**src/rtl/adc_stby_pkg.sv**
```systemverilog
package adc_stby_pkg;

    typedef enum logic [2:0] {
        ST_RUN      = 3'd0,
        ST_PDOWN    = 3'd1,
        ST_STANDBY  = 3'd2,
        ST_WAKING   = 3'd3,
        ST_SETTLING = 3'd4
    } seq_state_e;

    typedef struct packed {
        logic clk_en;
        logic pin_oe;
        logic sdo_zero;
        logic ovl_en;
        logic data_valid;
    } seq_out_t;

endpackage

```
**src/rtl/seq_cycle_timer.sv**
```systemverilog
module seq_cycle_timer #(
    parameter int SEQ_CYCLES = 32
) (
    input  logic clk,
    input  logic rst_n,
    input  logic run,
    output logic done
);
    localparam int CW = $clog2(SEQ_CYCLES + 1);
    localparam logic [CW-1:0] LAST = CW'(SEQ_CYCLES - 1);

    logic [CW-1:0] cnt_q;

    assign done = run && (cnt_q == LAST);

    always_ff @(posedge clk or negedge rst_n) begin
        if (!rst_n) begin
            cnt_q <= '0;
        end else if (!run || done) begin
            cnt_q <= '0;
        end else begin
            cnt_q <= cnt_q + 1'b1;
        end
    end
endmodule

```
**src/rtl/seq_settle_counter.sv**
```systemverilog
module seq_settle_counter #(
    parameter int SETTLE_PLAIN = 1024,
    parameter int SETTLE_HPF   = 8192
) (
    input  logic clk,
    input  logic rst_n,
    input  logic run,
    input  logic hp_en,
    input  logic smp_stb,
    output logic done
);
    localparam int MAXN = (SETTLE_HPF > SETTLE_PLAIN) ? SETTLE_HPF : SETTLE_PLAIN;
    localparam int SW   = $clog2(MAXN + 1);
    localparam logic [SW-1:0] LAST_PLAIN = SW'(SETTLE_PLAIN - 1);
    localparam logic [SW-1:0] LAST_HPF   = SW'(SETTLE_HPF - 1);

    logic [SW-1:0] cnt_q;
    logic          hp_q;
    logic [SW-1:0] last;

    assign last = hp_q ? LAST_HPF : LAST_PLAIN;
    assign done = run && smp_stb && (cnt_q == last);

    // Filter choice follows the input until settling starts, then freezes.
    always_ff @(posedge clk or negedge rst_n) begin
        if (!rst_n) begin
            hp_q <= 1'b0;
        end else if (!run) begin
            hp_q <= hp_en;
        end
    end

    always_ff @(posedge clk or negedge rst_n) begin
        if (!rst_n) begin
            cnt_q <= '0;
        end else if (!run || done) begin
            cnt_q <= '0;
        end else if (smp_stb) begin
            cnt_q <= cnt_q + 1'b1;
        end
    end
endmodule

```
**src/rtl/seq_fsm.sv**
```systemverilog
module seq_fsm
    import adc_stby_pkg::*;
(
    input  logic       clk,
    input  logic       rst_n,
    input  logic       stby_n,
    input  logic       tmr_done,
    input  logic       settle_done,
    output logic       tmr_run,
    output logic       settle_run,
    output seq_out_t   outs
);
    seq_state_e state_q, state_d;

    always_ff @(posedge clk or negedge rst_n) begin
        if (!rst_n) begin
            state_q <= ST_STANDBY;
        end else begin
            state_q <= state_d;
        end
    end

    always_comb begin
        state_d = state_q;
        unique case (state_q)
            ST_RUN: begin
                if (!stby_n) state_d = ST_PDOWN;
            end
            ST_PDOWN: begin
                if (tmr_done) state_d = stby_n ? ST_WAKING : ST_STANDBY;
            end
            ST_STANDBY: begin
                if (stby_n) state_d = ST_WAKING;
            end
            ST_WAKING: begin
                if (tmr_done) state_d = stby_n ? ST_SETTLING : ST_PDOWN;
            end
            ST_SETTLING: begin
                if (!stby_n)         state_d = ST_PDOWN;
                else if (settle_done) state_d = ST_RUN;
            end
            default: state_d = ST_STANDBY;
        endcase
    end

    assign tmr_run    = (state_q == ST_PDOWN) || (state_q == ST_WAKING);
    assign settle_run = (state_q == ST_SETTLING);

    always_comb begin
        outs = '{clk_en: 1'b0, pin_oe: 1'b0, sdo_zero: 1'b1,
                 ovl_en: 1'b0, data_valid: 1'b0};
        unique case (state_q)
            ST_RUN: begin
                outs.clk_en     = 1'b1;
                outs.pin_oe     = 1'b1;
                outs.sdo_zero   = 1'b0;
                outs.ovl_en     = 1'b1;
                outs.data_valid = 1'b1;
            end
            ST_PDOWN, ST_WAKING: begin
                outs.clk_en = 1'b1;
            end
            ST_STANDBY: begin
                outs.clk_en = 1'b0;
            end
            ST_SETTLING: begin
                outs.clk_en = 1'b1;
                outs.pin_oe = 1'b1;
                outs.ovl_en = 1'b1;
            end
            default: begin
                outs.clk_en = 1'b0;
            end
        endcase
    end
endmodule

```
**src/rtl/adc_stby_seq.sv**
```systemverilog
module adc_stby_seq
    import adc_stby_pkg::*;
#(
    parameter int SEQ_CYCLES   = 32,
    parameter int SETTLE_PLAIN = 1024,
    parameter int SETTLE_HPF   = 8192
) (
    input  logic clk,
    input  logic rst_n,
    input  logic stby_n,
    input  logic hp_en,
    input  logic smp_stb,
    output logic clk_en,
    output logic pin_oe,
    output logic sdo_zero,
    output logic ovl_en,
    output logic data_valid
);
    logic     tmr_run, tmr_done;
    logic     settle_run, settle_done;
    seq_out_t outs;

    seq_cycle_timer #(.SEQ_CYCLES(SEQ_CYCLES)) timer_i (
        .clk  (clk),
        .rst_n(rst_n),
        .run  (tmr_run),
        .done (tmr_done)
    );

    seq_settle_counter #(
        .SETTLE_PLAIN(SETTLE_PLAIN),
        .SETTLE_HPF  (SETTLE_HPF)
    ) settle_i (
        .clk    (clk),
        .rst_n  (rst_n),
        .run    (settle_run),
        .hp_en  (hp_en),
        .smp_stb(smp_stb),
        .done   (settle_done)
    );

    seq_fsm fsm_i (
        .clk        (clk),
        .rst_n      (rst_n),
        .stby_n     (stby_n),
        .tmr_done   (tmr_done),
        .settle_done(settle_done),
        .tmr_run    (tmr_run),
        .settle_run (settle_run),
        .outs       (outs)
    );

    assign clk_en     = outs.clk_en;
    assign pin_oe     = outs.pin_oe;
    assign sdo_zero   = outs.sdo_zero;
    assign ovl_en     = outs.ovl_en;
    assign data_valid = outs.data_valid;
endmodule

```
**config.mk**
```make
export PLATFORM = sky130hd
export DESIGN_NAME = adc_stby_seq
export DESIGN_NICKNAME = d
export VERILOG_FILES = /design/src/rtl/adc_stby_pkg.sv /design/src/rtl/seq_cycle_timer.sv /design/src/rtl/seq_settle_counter.sv /design/src/rtl/seq_fsm.sv /design/src/rtl/adc_stby_seq.sv
export SDC_FILE = /design/constraint.sdc
export NUM_CORES = 1
export LEC_CHECK = 0
export BUFFER_PORTS_ARGS = -buffer_cell sky130_fd_sc_hd__buf_4
export CORE_ASPECT_RATIO = 1.25
export CORE_MARGIN = 2
export CORE_UTILIZATION = 55
export DETAILED_ROUTE_END_ITERATION = 7
export GPL_TIMING_DRIVEN = 0
export PLACE_DENSITY_LB_ADDON = 0.15
export SYNTH_ARGS = -nofsm -noshare
export SYNTH_HDL_FRONTEND = slang
export SYNTH_SLANG_ARGS = --single-unit
```
**constraint.sdc**
```tcl
create_clock -name clk -period 2 [get_ports clk]
set_clock_uncertainty 0.1 [all_clocks]
set_input_delay 0.6 -clock clk [delete_from_list [all_inputs] [get_ports clk]]
set_output_delay 0.6 -clock clk [all_outputs]
set_load 0.02 [all_outputs]
```
==> results.cfg <==
[status]
outcome = complete, no violations

[worst_setup_path]
start_kind = flip-flop
cp.arrival_ns = 1.26
path_cells = nor2_4 -> buf_4 -> buf_6
critical_path_class = flip-flop to output pin
cp-end-kind = output pin
crit_start = fsm_i.state_q[1]$_DFFE_PN1P_
required_ns = 1.30
reg2reg_depth = 6
worst-path-stages = 3
crit_family = flip-flops
cp_num_buf_inv = 2
crit_path_max_incr_delay_ns = 0.65
crit_slowest_cell = dfstp_2
r2r_start = settle_i.cnt_q[1]$_DFFE_PN0P_
cp_max_fo = 8

[power]
powerDensity_mw_per_mm2 = 981
leakagePower_nw = 0.564
max-vdd-ir-drop_mv = 0.964
power_w = 0.00139

[floorplanning]
io_pins = 10
die_x_microns = 46.6
die_h_microns = 57.3
start_util = 0.577
core-area_sq_mm = 0.00216
num_rows = 19
die_area_sq_mm = 0.00267

[yosys]
synth_top_cell_area_share = 0.461
synth_compound_area_frac = 0.0621
synth_top_family_by_area = simple AND/OR/NAND/NOR gates
seq_area_frac_synth = 0.482
synth_seq_cells = 24
synth.largest_area_cell = dfrtp_1
yosysWarnings = 0
avgSynthCellArea_sq_um = 10.2
synthMuxAreaShare = 0.0170
synth-simple-area-share = 0.257
synth_xor_area_frac = 0.119
synthDistinctLibCells = 32
syn_area_sq_mm = 0.00125
synthAdderAreaFrac = 0.0200
synthesis.nets = 129
synth_cells = 122
synth_area_leaders = dfrtp_1, xnor2_1, xor2_1

[clock_network]
clk_pin_slew_ns = 0.12
root_buffer = clkbuf_4
max-clock-path-buffers = 2
htree_levels = 1
clock_sinks = 24
insertion_delay_ns = 0.31
cts_buffers = 3
cts_tree = done

[layout]
layout_common_cells = dfrtp_1, nor2_1, buf_4
area_delta_synth_final_pct = 13.7
mostFrequentLayoutCell = dfrtp_1
antenna_cells = 0
final_net_count = 143
stdcell_area_sq_mm = 0.00142
final_util = 0.656
drive_gt1_frac = 0.296

[timing]
finalSetupViolCount = 0
fin_tns_setup_ns = 0
max_slew_margin = 0.682
fmaxAchievable_ghz = 0.510
tightest_slew_ns = 0.474
min_period_ns = 1.96
fin_crit_sh = 0.981
slew_violations = 0
hold_viol_final = 0

[route]
vias = 885
final_antenna_net_count = 0
routed_wl_microns = 2070
initialDrtViolationCount = 12
via_per_inst = 5.33
wire_per_inst_microns = 12.5
drc = 0
drt_pass1_iterations = 4

[grt]
antenna_found_initial = 0
grt_max_degree = 25
grt_pass1_vias = 892
grt_overflow = 0
grt_first_pass_wirelength_microns = 3700
gr-usage-all-layers = 0.187

[placed_design]
place_congestion = 0.900
placed_area_sq_mm = 0.00135
numPortBuffers = 8
dp.final_hpwl_microns = 1560

[run]
maxCapViolations = 0

[hold_path]
worst_hold_path_type = input port to asynchronous set/reset pin
-- cells in the mapped netlist --
cell	count
dfrtp_1	23
nor2_1	13
nor2_2	10
nand2_1	9
xnor2_1	9
xor2_1	8
nand4_1	6
nand3_1	5
a21oi_1	3
inv_1	3
nor3_1	3
nor4_1	3
o21ai_0	3
buf_4	2
clkbuf_1	2
ha_1	2
nand2b_1	2
nor2b_1	2
a21boi_0	1
a21o_1	1
buf_12	1
dfstp_2	1
mux2_2	1
mux2i_1	1
nand4_4	1
o21ai_1	1
o21bai_4	1
o31a_1	1
or2_2	1
or3_2	1
or4_1	1
or4_4	1
-- metrics by stage --
| step | std cells | setup WS [ns] | hold WS (ns) |
|---|---|---|---|
| final | 166 | 0.0382 | 0.0574 |
| after global routing | 166 | -0.00880 | 0.0635 |
| after CTS | 163 | -0.00161 | 0.0612 |
| after detailed placement | 161 | -0.116 | 0.359 |
| after global placement | 161 | -0.108 | 0.352 |
| after floorplan | 122 | 0.00311 | 0.204 |
-- sequential cells by signal (all words and copies together), names as in the netlist --
signal          count
settle_i.cnt_q     14
timer_i.cnt_q       6
fsm_i.state_q       3
settle_i.hp_q       1
-- where the power goes --
part / switching, W / internal [W]
combinational: 0.000236 / 0.000209
sequential: 0.000110 / 0.000590
clock: 0.000138 / 0.000111
-- what timing repair did --
item / 4_1_cts / 5_1_grt
setup endpoints to repair: 5 / 13
gates resized for setup: 1 / 5
setup buffers: 0 / 3
gates cloned: 0 / 0
hold buffers: 0 / 0
pin swaps: 0 / 1
-- path summary, 6_finish.rpt --
path                                                       end  slack [ns]
worst max-delay path                                    pin_oe        0.04
worst min-delay path             settle_i.cnt_q[5]$_DFFE_PN0P_        0.06
worst max register to register  settle_i.cnt_q[13]$_DFFE_PN0P_        0.12
worst min register to register      timer_i.cnt_q[0]$_DFF_PN0_        0.37
max in group asynchronous         fsm_i.state_q[1]$_DFFE_PN1P_        1.45
min in group clk                    timer_i.cnt_q[0]$_DFF_PN0_        0.37
-- final cells by class --
| cell class | instances | area [sq um] |
|---|---|---|
| Buffer | 3 | 35.0 |
| Clock buffer | 4 | 36.3 |
| Fill cell | 184 | 743 |
| Inverter | 3 | 11.3 |
| Multi-Input combinational cell | 90 | 608 |
| Sequential cell | 24 | 604 |
| Tap cell | 31 | 38.8 |
| Timing Repair Buffer | 11 | 86.3 |
-- logic make-up after synthesis --
family          after synthesis
compound gates               11
xor+xnor                     17
fa+ha+maj                     2
buf+inv                       8
flops                        24
mux                           2
simple gates                 58
-- routing by layer --
| metal | share of wire | vias up | track usage |
|---|---|---|---|
| met1 | 0.41 | 433 | 0.221 |
| met5 | 0 | - | 0 |
| met3 | 0.014 | 2 | 0.0190 |
| met4 | 0.011 | 0 | 0.0595 |
| li1 | - | 442 | - |
| met2 | 0.57 | 8 | 0.339 |
No activity file was read; power rests on OpenSTA's default activity.
